==> src/rtl/syt_stamp_gen.sv <==
module syt_stamp_gen #(
  parameter int unsigned STEP_I       = 'hB34,
  parameter int unsigned STEP_N       = 'hB34,
  parameter int unsigned STEP_D       = 'h23028,
  parameter int unsigned ACC_W        = 18,
  parameter int unsigned OFS_MOD      = 3072,
  parameter int unsigned CYC_STEP     = 10,
  parameter int unsigned RESET_CYCLES = 2
) (
  input  logic              clk,
  input  logic              rst_n,
  input  logic              start,
  input  logic [3:0]        init_cycles,
  input  logic              frame,
  input  logic [15:0]       tx_stamp,
  input  logic signed [3:0] lim_hi,
  input  logic signed [3:0] lim_lo,
  output logic [15:0]       syt,
  output logic              adj_up,
  output logic              adj_dn
);

  localparam logic [ACC_W:0]   ACC_ADD = (ACC_W+1)'(STEP_N);
  localparam logic [ACC_W:0]   ACC_LIM = (ACC_W+1)'(STEP_D);
  localparam logic [ACC_W-1:0] ACC_INI = ACC_W'(STEP_N);
  localparam logic [12:0]      OFS_ADD = 13'(STEP_I);
  localparam logic [12:0]      OFS_TOP = 13'(OFS_MOD);
  localparam logic [3:0]       CYC_ADD = 4'(CYC_STEP);
  localparam logic [3:0]       CYC_RST = 4'(RESET_CYCLES);

  logic [3:0]       cyc_q;
  logic [11:0]      ofs_q;
  logic [ACC_W-1:0] acc_q;

  logic [ACC_W:0] acc_sum;
  logic           carry;
  logic [12:0]    ofs_sum;
  logic           wrap;
  logic [3:0]     cyc_step;
  logic signed [3:0] drift;
  logic           too_far, too_near;

  assign acc_sum  = {1'b0, acc_q} + ACC_ADD;
  assign carry    = acc_sum > ACC_LIM;
  assign ofs_sum  = {1'b0, ofs_q} + OFS_ADD + {12'b0, carry};
  assign wrap     = ofs_sum >= OFS_TOP;
  assign cyc_step = cyc_q + CYC_ADD + {3'b0, wrap};
  assign drift    = signed'(cyc_step - tx_stamp[15:12]);
  assign too_far  = drift > lim_hi;
  assign too_near = !too_far && (drift < lim_lo);

  always_ff @(posedge clk or negedge rst_n) begin
    if (!rst_n) begin
      cyc_q  <= CYC_RST;
      ofs_q  <= '0;
      acc_q  <= ACC_INI;
      adj_up <= 1'b0;
      adj_dn <= 1'b0;
    end else begin
      adj_up <= 1'b0;
      adj_dn <= 1'b0;
      if (start) begin
        cyc_q <= init_cycles;
        ofs_q <= '0;
        acc_q <= ACC_INI;
      end else if (frame) begin
        acc_q  <= carry ? ACC_W'(acc_sum - ACC_LIM) : acc_sum[ACC_W-1:0];
        ofs_q  <= wrap ? 12'(ofs_sum - OFS_TOP) : ofs_sum[11:0];
        cyc_q  <= cyc_step - {3'b0, too_far} + {3'b0, too_near};
        adj_dn <= too_far;
        adj_up <= too_near;
      end
    end
  end

  assign syt = {cyc_q, ofs_q};

  function automatic logic [12:0] ofs_gap(logic [11:0] now, logic [11:0] was);
    logic [12:0] t;
    t = {1'b0, now} + OFS_TOP - {1'b0, was};
    return (t >= OFS_TOP) ? t - OFS_TOP : t;
  endfunction

  assert_ofs_range_R3: assert property (@(posedge clk) disable iff (!rst_n)
    {1'b0, ofs_q} < OFS_TOP);

  assert_ofs_step_R2: assert property (@(posedge clk) disable iff (!rst_n)
    frame && !start |=> (ofs_gap(ofs_q, $past(ofs_q)) == OFS_ADD) ||
                        (ofs_gap(ofs_q, $past(ofs_q)) == OFS_ADD + 13'd1));

  assert_cyc_step_R5: assert property (@(posedge clk) disable iff (!rst_n)
    frame && !start |=> cyc_q == 4'($past(cyc_q) + CYC_ADD + {3'b0, ofs_q < $past(ofs_q)}
                                    + {3'b0, adj_up} - {3'b0, adj_dn}));

  assert_adj_excl_R8: assert property (@(posedge clk) disable iff (!rst_n)
    $onehot0({adj_up, adj_dn}));

  assert_adj_cause_R8: assert property (@(posedge clk) disable iff (!rst_n)
    adj_up || adj_dn |-> $past(frame && !start));

  assert_hold_R9: assert property (@(posedge clk) disable iff (!rst_n)
    !start && !frame |=> $stable(syt));

  assert_start_R1: assert property (@(posedge clk) disable iff (!rst_n)
    start |=> syt == {$past(init_cycles), 12'h000} && !adj_up && !adj_dn);

endmodule

==> config.mk <==
export PLATFORM = sky130hd
export DESIGN_NAME = syt_stamp_gen
export DESIGN_NICKNAME = d
export VERILOG_FILES = /design/src/rtl/syt_stamp_gen.sv
export SDC_FILE = /design/constraint.sdc
export NUM_CORES = 1
export LEC_CHECK = 0
export ABC_AREA = 1
export ABC_CLOCK_PERIOD_IN_PS = 11100
export BUFFER_PORTS_ARGS = -buffer_cell sky130_fd_sc_hd__clkbuf_2
export CAP_MARGIN = 20
export CORE_ASPECT_RATIO = 1.2
export CORE_UTILIZATION = 40
export CTS_CLUSTER_SIZE = 16
export DETAILED_ROUTE_END_ITERATION = 8
export RECOVER_POWER = 50
export REMOVE_ABC_BUFFERS = 1
export SLEW_MARGIN = 25
export SYNTH_ARGS = -nofsm -noshare
export SYNTH_HDL_FRONTEND = slang
export SYNTH_SLANG_ARGS = --single-unit
==> constraint.sdc <==
create_clock -name clk -period 11.1 [get_ports clk]
set_input_delay 1.11 -clock clk [delete_from_list [all_inputs] [get_ports clk]]
set_output_delay 1.11 -clock clk [all_outputs]
set_load 0.05 [all_outputs]
==> results.md <==
* WL/cell at 12.4 µm
* Dpl ws at 3.65 ns
* Final hold vios at 0
* Max-cap violations at 1
* Synthesized-area fraction occupied by adder cells at 0.102
* Port bufs at 37
* Status: complete, but fails checks
* Compound-Gate Fraction of Synth Area at 0.0841
* Clk network pwr share at 0.121
* Worst Path Class, Setup: register to register
* CP Depth at 45
* Gr usage total at 0.196
* Simple-gate area share of the yosys netlist at 0.367
* I/O pins at 50
* Chip width at between 80 and 90 µm
* Failing checks: capacitance limit, slew limit
* Largest family of logic cells by synthesized area: simple AND/OR/NAND/NOR gates
* Tot Pwr at ~0.94 mW
* Hold slack final at around 0.50 ns
* Largest delay share family, worst path: adder cells
* Final WL at between 7 and 8 mm
* R2R depth at between 40 and 50
* Post-synthesis async set-or-reset flop share at 1.00
* Worst setup margin at 3.65 ns
* Drt drc at 0
* Vias at about 2900
* TritonCTS clock tree: done
* Critical path endpoint category: register
* Clk_lat worst skew at 0.29 ns
* Via density at around 5
* Initial DRT Pass Iterations at 5
* Sw Ratio at 0.500
* Antenna diodes at 0
* Min-delay worst type: register to register
* Routability cong. at 0.863
* Lkg Pwr at 1.82 nW
* Startpoint Class: register
* Slew headroom at -0.244
* Sum of negative setup slack at 0 ns
* CTS Hold Bufs at 0
* NetSw at roughly 0.47 mW
* Sequential area share after synthesis at 0.279
* Post-route minimum period at between 7 and 8 ns
* Worst Path Arrival at 7.62 ns
* Vias in the first global route at 2868
* Placed cell areas at between 0.003 and 0.004 mm²
* Crit path max fanout at 19
* Power share of the sequential group at 0.198
* Synth Cell Area at ~0.003 mm²
* Area of the core at 0.00736 mm²
* Synth-to-Final Area Change at 11.2%
* RSZ-0062 raised after global routing: no
* Synth Area per Inst at 6.95 µm²
* Combinational power share at 0.681
* Setup bufs post-CTS at 0
* Pwr Density at between 200 and 300 mW/mm²
* Peak VDD IR at 253 µV
* # clock sinks at 34
* Antenna violations before repair at 0
* CTS clk-pin slew, worst paths at 0.08 ns
* #FFs+latches synth at 34
* Unique masters post-synth at 36
* Initial Util at 0.418
* Root buffer cell: clkbuf_8
* Bufs and invs on worst path at 9
* Largest net degree at the start of global routing at 35
* Hold Crit Depth at 2
* Num CTS Buffers at 5
* H-tree depth at 2
* Area share of xor/xnor cells in the synthesized design at 0.0598
* Crit share post-route at 0.672
* Worst Max-Slew Pin Slew at approximately 1.9 ns
* Post-synth EDFFs at 0
* Final setup violation count at 0
* Detail Route Antenna Nets at 0
* GRT overflow at 0
* Fmax at between 100 and 150 MHz
* First-pass GRT wire length at roughly 12 mm
* Nets at about 540
* DRT iter0 DRCs at 120
* Ys flop type: dfrtp_1
* Largest stage delay, worst path at 0.57 ns
* Post-CTS sizing at 0
* Final non-filler cell area at roughly 0.0034 mm²
* Max-slew violation count at 35
* Maximum clock path buffer count at 2
* Mux contribution to synthesized area at 0
* Syn Inst Count at about 440
* Post-DP HPWL at around 5.4 mm
* Die Span Y at ~100 µm
* Worst clock skew at slightly below 0.01 ns
* Die Footprint at 0.00805 mm²
* Fraction of layout cells with a size suffix above 1 at 0.169
* FP Rows at 34
* Critical Path Slowest Stage Cell: dfstp_2
* Critical Path RT at 11.26 ns
* Cell-internal power at about 0.47 mW
* Yosys warning count at 0
==> cells by family (layout without fill, tap and decap cells) <==
group,count (synthesis),after routing
AO/OA/AOI/OAI,42,42
XOR/XNOR,21,21
adder cells (fa/ha/maj),24,24
buffers and inverters,81,118
flip-flops,34,34
AND/OR/NAND/NOR,241,241
==> cells in the mapped netlist, types with 2 or more instances <==
cell type | n | share of area
nand2_1 | 116 | 0.14
inv_1 | 60 | 0.073
nand3_1 | 60 | 0.098
dfrtp_1 | 27 | 0.22
nor2_1 | 23 | 0.028
ha_1 | 22 | 0.089
xor2_1 | 17 | 0.048
nand2_2 | 11 | 0.022
o21ai_0 | 11 | 0.018
inv_2 | 10 | 0.012
nand4_1 | 9 | 0.018
a21oi_1 | 7 | 0.011
dfstp_2 | 7 | 0.060
o21ai_1 | 7 | 0.011
nor3_1 | 6 | 0.0098
clkbuf_1 | 4 | 0.0049
nand3_2 | 4 | 0.013
nor2_4 | 4 | 0.015
o22ai_1 | 4 | 0.0081
xnor2_1 | 4 | 0.011
buf_2 | 3 | 0.0049
buf_6 | 3 | 0.011
nand2_4 | 3 | 0.011
nor2_2 | 3 | 0.0061
o211ai_1 | 3 | 0.0073
a21o_1 | 2 | 0.0049
a22o_1 | 2 | 0.0057
fa_1 | 2 | 0.013
nand3b_1 | 2 | 0.0049
==> per-stage QoR <==
| stage | util | instances |
|---|---|---|
| 3_5_place_dp | 0.452 | 562 |
| 2_1_floorplan | - | 433 |
| 4_1_cts | 0.467 | 570 |
| 3_3_place_gp | 0.452 | 562 |
| 5_1_grt | 0.465 | 570 |
| 6_report | 0.465 | 570 |
==> power by group through the flow <==
stage / clock network, mW / logic, mW / registers [mW]
finish: 0.114 / 0.640 / 0.186
global route: 0.125 / 0.746 / 0.190
CTS: 0.118 / 0.652 / 0.185
detailed placement: 0 / 0.648 / 0.187
global placement: 0 / 0.631 / 0.187
floorplan: 0 / 0.463 / 0.244
==> registers in the layout (all words and copies together) (netlist names) <==
name,count
acc_q,16
adj_dn,1
cyc_q,4
adj_up,1
ofs_q,12
==> worst reg2reg max path, delay by kind of cell (launching register included) <==
kind	cells	cell delay (ns)
AO/OA/AOI/OAI	6	1.17
XOR/XNOR	3	0.60
adder cells (fa/ha/maj)	10	2.24
buffers and inverters	9	0.78
flip-flops	1	0.57
AND/OR/NAND/NOR	17	1.95
==> metal layers <==
metal	wire length [µm]	global-route usage	up-vias
li1	-	-	1504
met1	3250	0.247	1316
met2	3490	0.336	37
met3	177	0.0383	11
met4	129	0.0472	0
met5	0	0	-
==> final timing paths <==
check	start	end	slack, ns
worst min-delay path	acc_q[11]	acc_q[11]	0.50
worst min register to register	acc_q[11]	acc_q[11]	0.50
worst max-delay path	acc_q[2]	cyc_q[2]	3.65
min in group asynchronous	rst_n	acc_q[10]	1.32
max in group asynchronous	rst_n	ofs_q[11]	8.70
worst max register to register	acc_q[2]	cyc_q[2]	3.65
==> cell type report <==
type | count | area, µm²
multi-input combinational | 328 | 1890
clock inverter | 3 | 40.0
fill | 777 | 3940
tap | 90 | 113
timing repair buffer | 39 | 188
clock buffer | 5 | 68.8
sequential | 34 | 860
inverter | 71 | 267
==> cells in the final DEF (no fill, tap or decap), types with 4 or more instances in the layout <==
cell      netlist  routed
a21oi_1         7       7
clkbuf_1        4      10
clkbuf_2        0      27
clkbuf_8        0       5
dfrtp_1        27      27
dfstp_2         7       7
ha_1           22      22
inv_1          60      60
inv_2          10      10
nand2_1       116     116
nand2_2        11      11
nand3_1        60      60
nand3_2         4       4
nand4_1         9       9
nor2_1         23      23
nor2_4          4       4
nor3_1          6       6
o21ai_0        11      11
o21ai_1         7       7
o22ai_1         4       4
xnor2_1         4       4
xor2_1         17      17
Power figures use the tool's default switching activity.
